<file path="config.mk">
export PLATFORM = sky130hd
export DESIGN_NAME = pgood_supervisor
export DESIGN_NICKNAME = d
export VERILOG_FILES = /design/src/rtl/pgs_pkg.sv /design/src/rtl/pgs_datapath.sv /design/src/rtl/pgs_control.sv /design/src/rtl/pgood_supervisor.sv
export SDC_FILE = /design/constraint.sdc
export NUM_CORES = 1
export LEC_CHECK = 0
export BUFFER_PORTS_ARGS = -buffer_cell sky130_fd_sc_hd__clkbuf_2
export CAP_MARGIN = 25
export CORE_UTILIZATION = 55
export CTS_CLUSTER_DIAMETER = 40
export DETAILED_ROUTE_END_ITERATION = 16
export MAX_ROUTING_LAYER = met4
export PLACE_DENSITY = 0.81
export SLEW_MARGIN = 20
export SYNTH_ARGS = -nofsm -noshare
export SYNTH_HDL_FRONTEND = slang
export SYNTH_HIERARCHICAL = 1
export SYNTH_SLANG_ARGS = --single-unit
</file>
<file path="constraint.sdc">
create_clock -name clk -period 3.2 [get_ports clk]
set_input_delay 0.32 -clock clk [delete_from_list [all_inputs] [get_ports clk]]
set_output_delay 0.32 -clock clk [all_outputs]
set_load 0.02 [all_outputs]
</file>
<file path="src/rtl/pgs_pkg.sv">
package pgs_pkg;

  typedef enum logic [1:0] {
    ST_IDLE  = 2'd0,
    ST_SOFT  = 2'd1,
    ST_RUN   = 2'd2,
    ST_LATCH = 2'd3
  } supState_t;

  // strobes from control into the datapath
  typedef struct packed {
    logic floorEn;      // apply soft-start floor to trip level
    logic captureTrip;  // store the trip level that just fired
    logic uvClear;      // force undervoltage flag low
    logic uvTrack;      // let undervoltage flag follow the compares
  } dpStrobe_t;

endpackage

</file>
<file path="src/rtl/pgs_datapath.sv">
module pgs_datapath
  import pgs_pkg::*;
#(
  parameter int VW           = 12,
  parameter int FLOOR_A      = 1280,
  parameter int FLOOR_B      = 2200,
  parameter int OFS_DEF      = 250,
  parameter int OFS_ALT      = 175,
  parameter int CROWBAR_HYST = 100
) (
  input  logic          clk,
  input  logic          rstN,
  input  dpStrobe_t     strobe,
  input  logic          modeFamB,
  input  logic          altOffset,
  input  logic [VW-1:0] vSense,
  input  logic [VW-1:0] vTarget,
  output logic          ovHit,
  output logic          crowbarRelease,
  output logic          uvActive
);
  localparam int SW = VW + 1;
  localparam int MW = VW + 4;
  localparam logic [SW-1:0] FLOOR_A_C = SW'(FLOOR_A);
  localparam logic [SW-1:0] FLOOR_B_C = SW'(FLOOR_B);
  localparam logic [SW-1:0] OFS_DEF_C = SW'(OFS_DEF);
  localparam logic [SW-1:0] OFS_ALT_C = SW'(OFS_ALT);
  localparam logic [SW-1:0] HYST_C    = SW'(CROWBAR_HYST);

  logic [SW-1:0] offset, tgtPlus, floorVal, tripLvl, heldTrip, releaseLvl, senseW;
  logic [MW-1:0] scaledSense, uvLow, uvHigh;
  logic          uvFlag;

  assign senseW   = {1'b0, vSense};
  assign offset   = altOffset ? OFS_ALT_C : OFS_DEF_C;
  assign tgtPlus  = {1'b0, vTarget} + offset;
  assign floorVal = modeFamB ? FLOOR_B_C : FLOOR_A_C;

  always_comb begin
    tripLvl = tgtPlus;
    if (strobe.floorEn && (floorVal > tgtPlus)) tripLvl = floorVal;
  end

  assign ovHit = senseW > tripLvl;

  always_ff @(posedge clk or negedge rstN) begin
    if (!rstN)                   heldTrip <= '0;
    else if (strobe.captureTrip) heldTrip <= tripLvl;
  end

  assign releaseLvl     = (heldTrip > HYST_C) ? (heldTrip - HYST_C) : '0;
  assign crowbarRelease = senseW < releaseLvl;

  // undervoltage with 60 % set / 70 % clear, exact ratios
  assign scaledSense = MW'(vSense) * MW'(10);
  assign uvLow       = MW'(vTarget) * MW'(6);
  assign uvHigh      = MW'(vTarget) * MW'(7);

  always_ff @(posedge clk or negedge rstN) begin
    if (!rstN) uvFlag <= 1'b0;
    else if (strobe.uvClear) uvFlag <= 1'b0;
    else if (strobe.uvTrack) begin
      if (scaledSense < uvLow)       uvFlag <= 1'b1;
      else if (scaledSense > uvHigh) uvFlag <= 1'b0;
    end
  end

  assign uvActive = uvFlag;

  AST_UV_NEEDS_TRACK: assert property (@(posedge clk) disable iff (!rstN)
    $rose(uvFlag) |-> $past(strobe.uvTrack));

  AST_RELEASE_UNDER_HELD: assert property (@(posedge clk) disable iff (!rstN)
    crowbarRelease |-> (senseW < heldTrip));

endmodule

</file>
<file path="src/rtl/pgs_control.sv">
module pgs_control
  import pgs_pkg::*;
#(
  parameter int VW           = 12,
  parameter int NCH          = 2,
  parameter int BLANK_CYCLES = 5000
) (
  input  logic           clk,
  input  logic           rstN,
  input  logic           enable,
  input  logic           por,
  input  logic           modeFamB,
  input  logic           ssDone,
  input  logic           ssEarly,
  input  logic [VW-1:0]  vTarget,
  input  logic [NCH-1:0] ocFlag,
  input  logic           ovHit,
  input  logic           crowbarRelease,
  input  logic           uvActive,
  output dpStrobe_t      strobe,
  output logic           pgood,
  output logic           forceLow,
  output logic           latchedOff
);
  localparam int CW = $clog2(BLANK_CYCLES + 1);
  localparam logic [CW-1:0] BLANK_C = CW'(BLANK_CYCLES);

  supState_t     state;
  logic          crowbar;
  logic [VW-1:0] prevTarget;
  logic [CW-1:0] blankCnt;
  logic          offLine, active, tgtMoved, blankZone, blankOn;
  logic          ocAny, tripFire, ocFire, recurFire;

  // per-channel overcurrent collapse
  logic [NCH:0] ocChain;
  assign ocChain[0] = 1'b0;
  for (genvar ch = 0; ch < NCH; ch++) begin : g_oc
    assign ocChain[ch+1] = ocChain[ch] | ocFlag[ch];
  end
  assign ocAny = ocChain[NCH];

  assign offLine   = !enable || por;
  assign active    = (state == ST_SOFT) || (state == ST_RUN);
  assign tgtMoved  = vTarget != prevTarget;
  assign blankZone = modeFamB && (state == ST_RUN);
  assign blankOn   = blankZone && (tgtMoved || (blankCnt != '0));

  assign tripFire  = active && ovHit && !blankOn;
  assign ocFire    = active && ocAny;
  assign recurFire = (state == ST_LATCH) && !crowbar && ovHit;

  always_comb begin
    strobe             = '0;
    strobe.floorEn     = (state == ST_SOFT) && (modeFamB || ssEarly);
    strobe.captureTrip = !offLine && (tripFire || recurFire);
    strobe.uvClear     = (state == ST_IDLE);
    strobe.uvTrack     = (state != ST_IDLE);
  end

  always_ff @(posedge clk or negedge rstN) begin
    if (!rstN) prevTarget <= '0;
    else       prevTarget <= vTarget;
  end

  always_ff @(posedge clk or negedge rstN) begin
    if (!rstN)                     blankCnt <= '0;
    else if (offLine || !blankZone) blankCnt <= '0;
    else if (tgtMoved)             blankCnt <= BLANK_C;
    else if (blankCnt != '0)       blankCnt <= blankCnt - 1'b1;
  end

  always_ff @(posedge clk or negedge rstN) begin
    if (!rstN) begin
      state   <= ST_IDLE;
      crowbar <= 1'b0;
    end else if (offLine) begin
      state   <= ST_IDLE;
      crowbar <= 1'b0;
    end else begin
      unique case (state)
        ST_IDLE: state <= ST_SOFT;
        ST_SOFT, ST_RUN: begin
          if (tripFire) begin
            state   <= ST_LATCH;
            crowbar <= 1'b1;
          end else if (ocFire) begin
            state   <= ST_LATCH;
          end else if (state == ST_SOFT && ssDone) begin
            state   <= ST_RUN;
          end
        end
        ST_LATCH: begin
          if (crowbar && crowbarRelease) crowbar <= 1'b0;
          else if (recurFire)            crowbar <= 1'b1;
        end
        default: state <= ST_IDLE;
      endcase
    end
  end

  assign pgood      = !offLine && (state == ST_RUN) && !uvActive;
  assign forceLow   = !offLine && crowbar;
  assign latchedOff = (state == ST_LATCH);

  AST_PG_NOT_LATCHED: assert property (@(posedge clk) disable iff (!rstN)
    pgood |-> !latchedOff && !forceLow);

  AST_FORCE_IN_LATCH: assert property (@(posedge clk) disable iff (!rstN)
    forceLow |-> latchedOff);

  AST_LATCH_STICKY: assert property (@(posedge clk) disable iff (!rstN)
    (latchedOff && enable && !por) |=> latchedOff);

  AST_OC_LATCHES: assert property (@(posedge clk) disable iff (!rstN)
    (ocAny && active && !offLine) |=> latchedOff);

  AST_OFFLINE_IDLE: assert property (@(posedge clk) disable iff (!rstN)
    offLine |=> !latchedOff && !pgood);

  AST_BLANK_BOUND: assert property (@(posedge clk) disable iff (!rstN)
    blankCnt <= BLANK_C);

  AST_NO_BLANK_FAM_A: assert property (@(posedge clk) disable iff (!rstN)
    !modeFamB |-> !blankOn);

endmodule

</file>
<file path="src/rtl/pgood_supervisor.sv">
module pgood_supervisor
  import pgs_pkg::*;
#(
  parameter int VW           = 12,
  parameter int NCH          = 2,
  parameter int BLANK_CYCLES = 5000,
  parameter int FLOOR_A      = 1280,
  parameter int FLOOR_B      = 2200,
  parameter int OFS_DEF      = 250,
  parameter int OFS_ALT      = 175,
  parameter int CROWBAR_HYST = 100
) (
  input  logic           clk,
  input  logic           rstN,
  input  logic           enable,
  input  logic           por,
  input  logic           modeFamB,
  input  logic           altOffset,
  input  logic           ssDone,
  input  logic           ssEarly,
  input  logic [VW-1:0]  vSense,
  input  logic [VW-1:0]  vTarget,
  input  logic [NCH-1:0] ocFlag,
  output logic           pgood,
  output logic           forceLow,
  output logic           latchedOff
);
  dpStrobe_t strobe;
  logic      ovHit, crowbarRelease, uvActive;

  pgs_datapath #(
    .VW(VW), .FLOOR_A(FLOOR_A), .FLOOR_B(FLOOR_B),
    .OFS_DEF(OFS_DEF), .OFS_ALT(OFS_ALT), .CROWBAR_HYST(CROWBAR_HYST)
  ) uDp (
    .clk(clk), .rstN(rstN), .strobe(strobe), .modeFamB(modeFamB),
    .altOffset(altOffset), .vSense(vSense), .vTarget(vTarget),
    .ovHit(ovHit), .crowbarRelease(crowbarRelease), .uvActive(uvActive)
  );

  pgs_control #(
    .VW(VW), .NCH(NCH), .BLANK_CYCLES(BLANK_CYCLES)
  ) uCtl (
    .clk(clk), .rstN(rstN), .enable(enable), .por(por), .modeFamB(modeFamB),
    .ssDone(ssDone), .ssEarly(ssEarly), .vTarget(vTarget), .ocFlag(ocFlag),
    .ovHit(ovHit), .crowbarRelease(crowbarRelease), .uvActive(uvActive),
    .strobe(strobe), .pgood(pgood), .forceLow(forceLow), .latchedOff(latchedOff)
  );

endmodule

</file>
==> impl_results.md, run 1 <==
- Status: finished with violations
- Violated checks: negative setup slack
- Most frequent cells in the layout: buf_4 (174), ha_1 (104), nand2_1 (52), nor2_1 (44), dfrtp_1 (42)
- Final setup viols: 17
- Max incr delay on CP: roughly 330 ps
- Routed Antenna Nets: 0
- Max Clock Freq: 215 MHz
- DR vias: 6,290
- Overflow after GRT: 0
- CTS tree: yes
- Core Box Area: roughly 10,000 um^2
- Initial Util: 56.4%
- Root Driver: clkbuf_8
- Slowest CP cell: mux2_4
- Critical path arrival: 4850 ps
- Post-synth EDFFs: 0
- Layout Cells excl Fill: a little over 1,000
- Max Slew Vio Count: 0
- Global-route wire length before repair: 29,800 um
- Layout cell share with drive strength beyond 1: 33.3%
- CTS buffer count: 5
- Cell variety after synth: 73
- Overall Global Routing Usage: 34.6%
- Commonest non-fill, non-tap cell in the layout: buf_4
- Dominant synthesized flop cell: dfrtp_1
- Slew @ Worst Pin: 767 ps
- LEAKAGE: about 0.0039 uW
- Startpoint types: input pin
- Worst Hold Class: input pin to register
- Worst skew pair latency: ~300 ps
- Port Buffers: 36
- Drc violations: 0
- Clock Sinks: 42
- Detailed Route Iter0 Violations: roughly 440
- Die H: 105 um
- Slew headroom: 48.8%
- Max Buffers Root-to-Sink: 2
- Num ports: 37
- Worst Setup SP: altOffset
- Largest net degree at the start of global routing: between 40 and 50
- RSZ-0062 raised after global routing: yes
- GPL Wtd Cong: 0.977
- P&R area growth vs syn: 39.0%
- Crit share post-route: 145%
- Yosys warning count: 6
- Initial DRT Pass Iterations: 6
- Sequential area share after synthesis: 18.1%
- PnR worst setup slack: -1460 ps
- Final Util: 78.5%
- Final hold vios: 0
- Vias in the first global route: 6,293
- Initial antenna violation count: 0
- N_diodes: 0
- Max_cap viols: 0
- FF+latch count, synth: 42
- Maximum VDD drop: around 0.00033 V
- H-tree levels: 2
- Critical path class: input pin to register
- Die width: 105 um
- Min-delay src: vTarget[2]
- WL final: approximately 19,000 um
- Inst Count DP: 987
- Final nets: 1,049
- Cell count after synthesis: 667
- Mapped Avg Cell Area: 8.70 um^2
- DR WL/cell: 18.7 um
- PwrDens: 458 nW/um^2
- Setup crit end kind: register
- Mapped cell area: between 5000 and 6000 um^2
- Synth async-reset ratio: 100%
- Worst EP required: between 3000 and 4000 ps
- Die area: around 11,000 um^2
- Crit path max fanout: 7
- Via density: 6.14
- Syn nets: 828
- Clk slew on worst S/H paths: about 80 ps
- Clock Skews: 4.22 ps
- CP dominant cell by count: o211ai_1
- Post-DP HPWL: 13,800 um
- Final min period: 4660 ps
- Critical R2R Launch: uCtl/state[1]
- Row cnt: 37
## path summary, 6_finish.rpt
| check | endpoint | slack (ps) | depth (start not counted) |
|---|---|---|---|
| worst max-delay path | uDp/heldTrip[3] | -1460 | 28 |
| worst min-delay path | uCtl/prevTarget[2] | 290 | 2 |
| worst max register to register | uDp/heldTrip[3] | -270 | 18 |
| worst min register to register | uDp/heldTrip[1] | 560 | 1 |
| max in group asynchronous | uCtl/prevTarget[6] | 2300 | 3 |
| min in group asynchronous | uDp/heldTrip[12] | 430 | 2 |
## registers in the layout, indices dropped and copies added, names as in the netlist
register,count
uCtl/blankCnt,13
uDp/heldTrip,13
uCtl/prevTarget,12
uCtl/state,2
uCtl/crowbar,1
uDp/uvActive,1
## worst max-delay path, delay by kind of cell
| kind | cells | cell delay [ps] |
|---|---|---|
| adders and majority gates | 3 | 750 |
| AOI/OAI and AO/OA | 8 | 1290 |
| xor gates and xnor gates | 1 | 240 |
| and+or+nand+nor | 11 | 1370 |
| buffers and inverters | 4 | 530 |
| muxes | 1 | 330 |
## cells in the mapped netlist (2+ instances only)
cell / n / share of area (%)
nand2b_1: 11 / 1.2
or3_1: 3 / 0.32
nand3b_1: 3 / 0.39
a211oi_1: 7 / 0.91
inv_1: 39 / 2.5
nand3_1: 16 / 1.4
o211a_1: 3 / 0.52
and2_1: 4 / 0.43
fa_1: 14 / 4.8
a31oi_1: 11 / 1.2
nor4_1: 5 / 0.54
o211ai_1: 6 / 0.78
xnor2_1: 38 / 5.7
a21o_1: 8 / 1.0
o21a_1: 7 / 0.91
ha_1: 113 / 24
or2_2: 4 / 0.43
a31o_1: 4 / 0.60
mux2i_1: 2 / 0.35
nand2_1: 56 / 3.6
a21oi_1: 45 / 3.9
nor2b_1: 16 / 1.7
nand4_1: 7 / 0.75
a221oi_1: 2 / 0.30
dfrtp_1: 42 / 18
nor4b_1: 2 / 0.30
o221ai_1: 2 / 0.30
o21ai_0: 26 / 2.2
o21bai_1: 3 / 0.39
clkbuf_1: 5 / 0.32
o31ai_1: 4 / 0.52
nor3_1: 21 / 1.8
nand4b_1: 3 / 0.45
o21ai_1: 8 / 0.69
nand3_2: 3 / 0.52
and4_1: 2 / 0.30
a2111oi_0: 3 / 0.45
o2bb2ai_1: 3 / 0.45
nor3b_1: 4 / 0.52
xor2_1: 24 / 3.6
and3_1: 11 / 1.2
nor2_1: 46 / 3.0
## cell type report
| cell class | count | area (um^2) |
|---|---|---|
| repair buffers | 219 | 1650 |
| fillers | 654 | 2210 |
| clock inverters | 1 | 30.0 |
| inverters | 39 | 149 |
| multi-input cells | 581 | 4930 |
| flip-flops and latches | 42 | 1050 |
| clock buffers | 6 | 82.6 |
| well taps | 136 | 170 |
## power breakdown
group | switching [uW] | leakage [uW] | internal, uW
clock network | 191 | 0.0000573 | 250
registers | 86.4 | 0.000539 | 615
logic | 1290 | 0.00331 | 1260
total | 1570 | 0.00391 | 2130
## metrics by stage
stage / area, um^2 / setup TNS (ps) / hold slack, ps / worst slack (ps) / total power (uW)
finish: 8070 / -22800 / 294 / -1460 / 3690
global route: 8070 / -26130 / 297 / -1650 / 3960
CTS: 7850 / -17460 / 242 / -1100 / 3530
detailed placement: 7360 / -26930 / 541 / -1700 / 2970
global placement: 7360 / -23410 / 537 / -1470 / 2840
floorplan: 5900 / -22350 / 24.4 / -1440 / 2080
## routing by layer
| metal | track usage, % | vias to the layer above | routed length [um] |
|---|---|---|---|
| met1 | 40.7 | 3008 | 7380 |
| met3 | 4.30 | 100 | 1250 |
| met5 | - | - | 0 |
| met4 | 8.85 | 0 | 877 |
| met2 | 62.4 | 317 | 9670 |
| li1 | - | 2865 | - |
## cells by family (layout without fill, tap and decap cells)
group                      Yosys count  count (layout)  share of synthesized area [%]
adders and majority gates          127             127                           29.2
muxes                                6               6                           1.42
xor gates and xnor gates            62              62                           9.36
AOI/OAI and AO/OA                  159             159                           18.5
and+or+nand+nor                    227             227                           20.6
buffers and inverters               44             265                           2.85
DFF                                 42              42                           18.1
## what timing repair did
item                                   in CTS  in global routing
setup endpoints to repair                  17                 17
endpoints found under the hold margin       0                 10
hold buffers                                0                  1
pin swaps                                  38                 27
cloned                                      1                  0
gates resized for setup                    48                 30
buffers inserted                           17                 11
(Power assumes the default switching activity.)
==> inputs of run 2 (changes only) <==
- CELL_PAD_IN_SITES_DETAIL_PLACEMENT: default -> 1
- CELL_PAD_IN_SITES_GLOBAL_PLACEMENT: default -> 2
- CORE_UTILIZATION: 55 -> 36
- CTS_BUF_LIST: default -> sky130_fd_sc_hd__clkbuf_4 sky130_fd_sc_hd__clkbuf_8
- PLACE_DENSITY: 0.81 -> 0.85
==> impl_results.md, run 2 (same netlist as run 1, synthesis figures left out) <==
- Status: finished with violations (unchanged)
- Violated checks: negative setup slack (unchanged)
- Vias in the first global route: 6,482 (was 6,293)
- R2R depth: 17 (was 18)
- WL final: 19,800 um (was 19,200 um)
- Worst EP required: 3410 ps (was 3390 ps)
- Core Box Area: 15,800 um^2 (was 10,300 um^2)
- RSZ-0062 raised after global routing: yes (unchanged)
- Initial Util: 36.6% (was 56.4%)
- Row cnt: 46 (was 37)
- Slowest CP cell: a311oi_4 (was mux2_4)
- Final min period: 4590 ps (was 4660 ps)
- Die area: 16,600 um^2 (was 11,000 um^2)
- Num ports: 37 (unchanged)
- Commonest non-fill, non-tap cell in the layout: buf_4 (unchanged)
- PnR worst setup slack: -1390 ps (was -1460 ps)
- Final Util: 51.6% (was 78.5%)
- Max Slew Vio Count: 0 (unchanged)
- Worst skew pair latency: 330 ps (was 300 ps)
- CTS buffer count: 5 (unchanged)
- Maximum VDD drop: 0.000220 V (was 0.000331 V)
- Slew @ Worst Pin: 734 ps (was 767 ps)
- Register area: 1050 um^2 (unchanged)
- Root Driver: clkbuf_8 (unchanged)
- Clk slew on worst S/H paths: 100 ps (was 80 ps)
- Critical path arrival: 4800 ps (was 4850 ps)
- Cell Area, Placed: 7500 um^2 (was 7360 um^2)
- Fill count: 1,863 (was 654)
- Die H: 129 um (was 105 um)
- Max Clock Freq: 218 MHz (was 215 MHz)
- Critical path class: input pin to register (unchanged)
- CP dominant cell by count: ha_4 (was o211ai_1)
- Initial DRT Pass Iterations: 6 (unchanged)
- Startpoint types: input pin (unchanged)
- Inst Count DP: 1,070 (was 987)
- Layout Cells excl Fill: 1,105 (was 1,024)
- Port Buffers: 36 (unchanged)
- CTS tree: yes (unchanged)
- P&R area growth vs syn: 40.9% (was 39.0%)
- GPL Wtd Cong: 0.862 (was 0.977)
- Layout cell share with drive strength beyond 1: 35.8% (was 33.3%)
- Post-DP HPWL: 16,400 um (was 13,800 um)
- Routed Antenna Nets: 0 (unchanged)
- Final nets: 1,049 (unchanged)
- DR vias: 5,852 (was 6,290)
- Crit share post-route: 143% (was 145%)
- Hold depth: 2 (unchanged)
- Slew headroom: 50.6% (was 48.8%)
- Global-route wire length before repair: 31,700 um (was 29,800 um)
- Setup crit end kind: register (unchanged)
- Pre-CTS WS: -1770 ps (was -1700 ps)
- Fin area: 8170 um^2 (was 8070 um^2)
- Min-delay src: vTarget[0] (was vTarget[2])
- Clock Skews: 12.4 ps (was 4.22 ps)
- Multi-input gate area: 5000 um^2 (was 4930 um^2)
- Die width: 129 um (was 105 um)
- Critical R2R Launch: uDp/heldTrip[3] (was uCtl/state[1])
- Drc violations: 0 (unchanged)
- Clock Sinks: 42 (unchanged)
- Overall Global Routing Usage: 25.3% (was 34.6%)
- Worst Hold Class: input pin to register (unchanged)
- LEAKAGE: 0.00388 uW (was 0.00391 uW)
- Regs by FF count: uCtl/blankCnt (13), uDp/heldTrip (13), uCtl/prevTarget (12) (unchanged)
- Flop-to-flop setup slack: -290 ps (was -270 ps)
- DR WL/cell: 17.9 um (was 18.7 um)
- PwrDens: 450 nW/um^2 (was 458 nW/um^2)
- Most frequent cells in the layout: buf_4 (174), ha_1 (101), nand2_1 (48), dfrtp_1 (42), nor2_1 (41) (was buf_4 (174), ha_1 (104), nand2_1 (52), nor2_1 (44), dfrtp_1 (42))
- Worst r2r dst: uCtl/crowbar (was uDp/heldTrip[3])
- Crit path max fanout: 7 (unchanged)
- Detailed Route Iter0 Violations: 186 (was 437)
- Overflow after GRT: 0 (unchanged)
- Largest net degree at the start of global routing: 28 (was 43)
- Max_cap viols: 0 (unchanged)
- Final hold vios: 0 (unchanged)
- N_diodes: 0 (unchanged)
- Max incr delay on CP: 330 ps (about the same)
- Via density: 5.30 (was 6.14)
- Final setup viols: 17 (unchanged)
- Max Buffers Root-to-Sink: 2 (unchanged)
- H-tree levels: 2 (unchanged)
- Initial antenna violation count: 0 (unchanged)
- Min-Delay Endpoint: uCtl/prevTarget[0] (was uCtl/prevTarget[2])
run 2: changes by cell type in the layout (fill, tap and decap cells not counted), moves of 3 or more:
cell and change:
ha_1 -3, a21oi_2 +5, nor2_1 -3, nand2_2 +5
nand2_1 -4, a21oi_1 -5, nor2_2 +3
run 2: worst max-delay path by stage:
stage | start | end | slack (ps)
global route | vTarget[2] | uDp/heldTrip[11] | -1600
floorplan | vTarget[2] | uDp/heldTrip[11] | -1440
detailed placement | altOffset | uDp/heldTrip[10] | -1770
CTS | vTarget[2] | uDp/heldTrip[10] | -1230
global placement | altOffset | uDp/heldTrip[10] | -1550
finish | altOffset | uDp/heldTrip[11] | -1390
run 2: layout make-up:
class / count / area share, %
multi-input cells: 581 / 61.2
inverters: 39 / 1.79
clock buffers: 5 / 0.842
well taps: 216 / 3.31
repair buffers: 218 / 19.7
repair inverters: 1 / 0.0919
clock inverters: 3 / 0.230
flip-flops and latches: 42 / 12.9
run 2: power breakdown:
group          switching (uW)  internal (uW)  total, uW  leakage [uW]
clock network             223            154        377     0.0000483
logic                    1320           1290       2610       0.00329
registers                77.6            615        692      0.000539
total                    1620           2060       3680       0.00388
run 2: metal layers:
layer | track usage [%] | up-vias | wire length, um
met1 | 28.2 | 2896 | 8440
li1 | - | 2860 | -
met3 | 2.87 | 29 | 377
met2 | 47.3 | 67 | 10600
met5 | - | - | 0
met4 | 6.99 | 0 | 412
run 2: metrics by stage:
stage                     total power, uW  setup TNS, ps  hold slack, ps
final                                3680         -21540             292
after floorplan                      2080         -22350            24.4
after detailed placement             3070         -28120             291
after global routing                 4000         -25070             278
after CTS                            3580         -19630             275
after global placement               2930         -24470             549
run 2: worst max-delay path, delay by kind of cell:
family / cells / cell delay (ps)
AO/OA/AOI/OAI: 14 / 2120
adder cells (fa/ha/maj): 3 / 740
buffers and inverters: 4 / 550
XOR/XNOR: 1 / 210
AND/OR/NAND/NOR: 8 / 850
run 2: timing repair:
item	4_1_cts	5_1_grt
gates resized for setup	48	42
hold endpoints to repair	15	0
gates cloned	2	0
pin swaps	39	44
hold buffers	1	0
buffers inserted	15	12
endpoints found under the setup margin	17	17
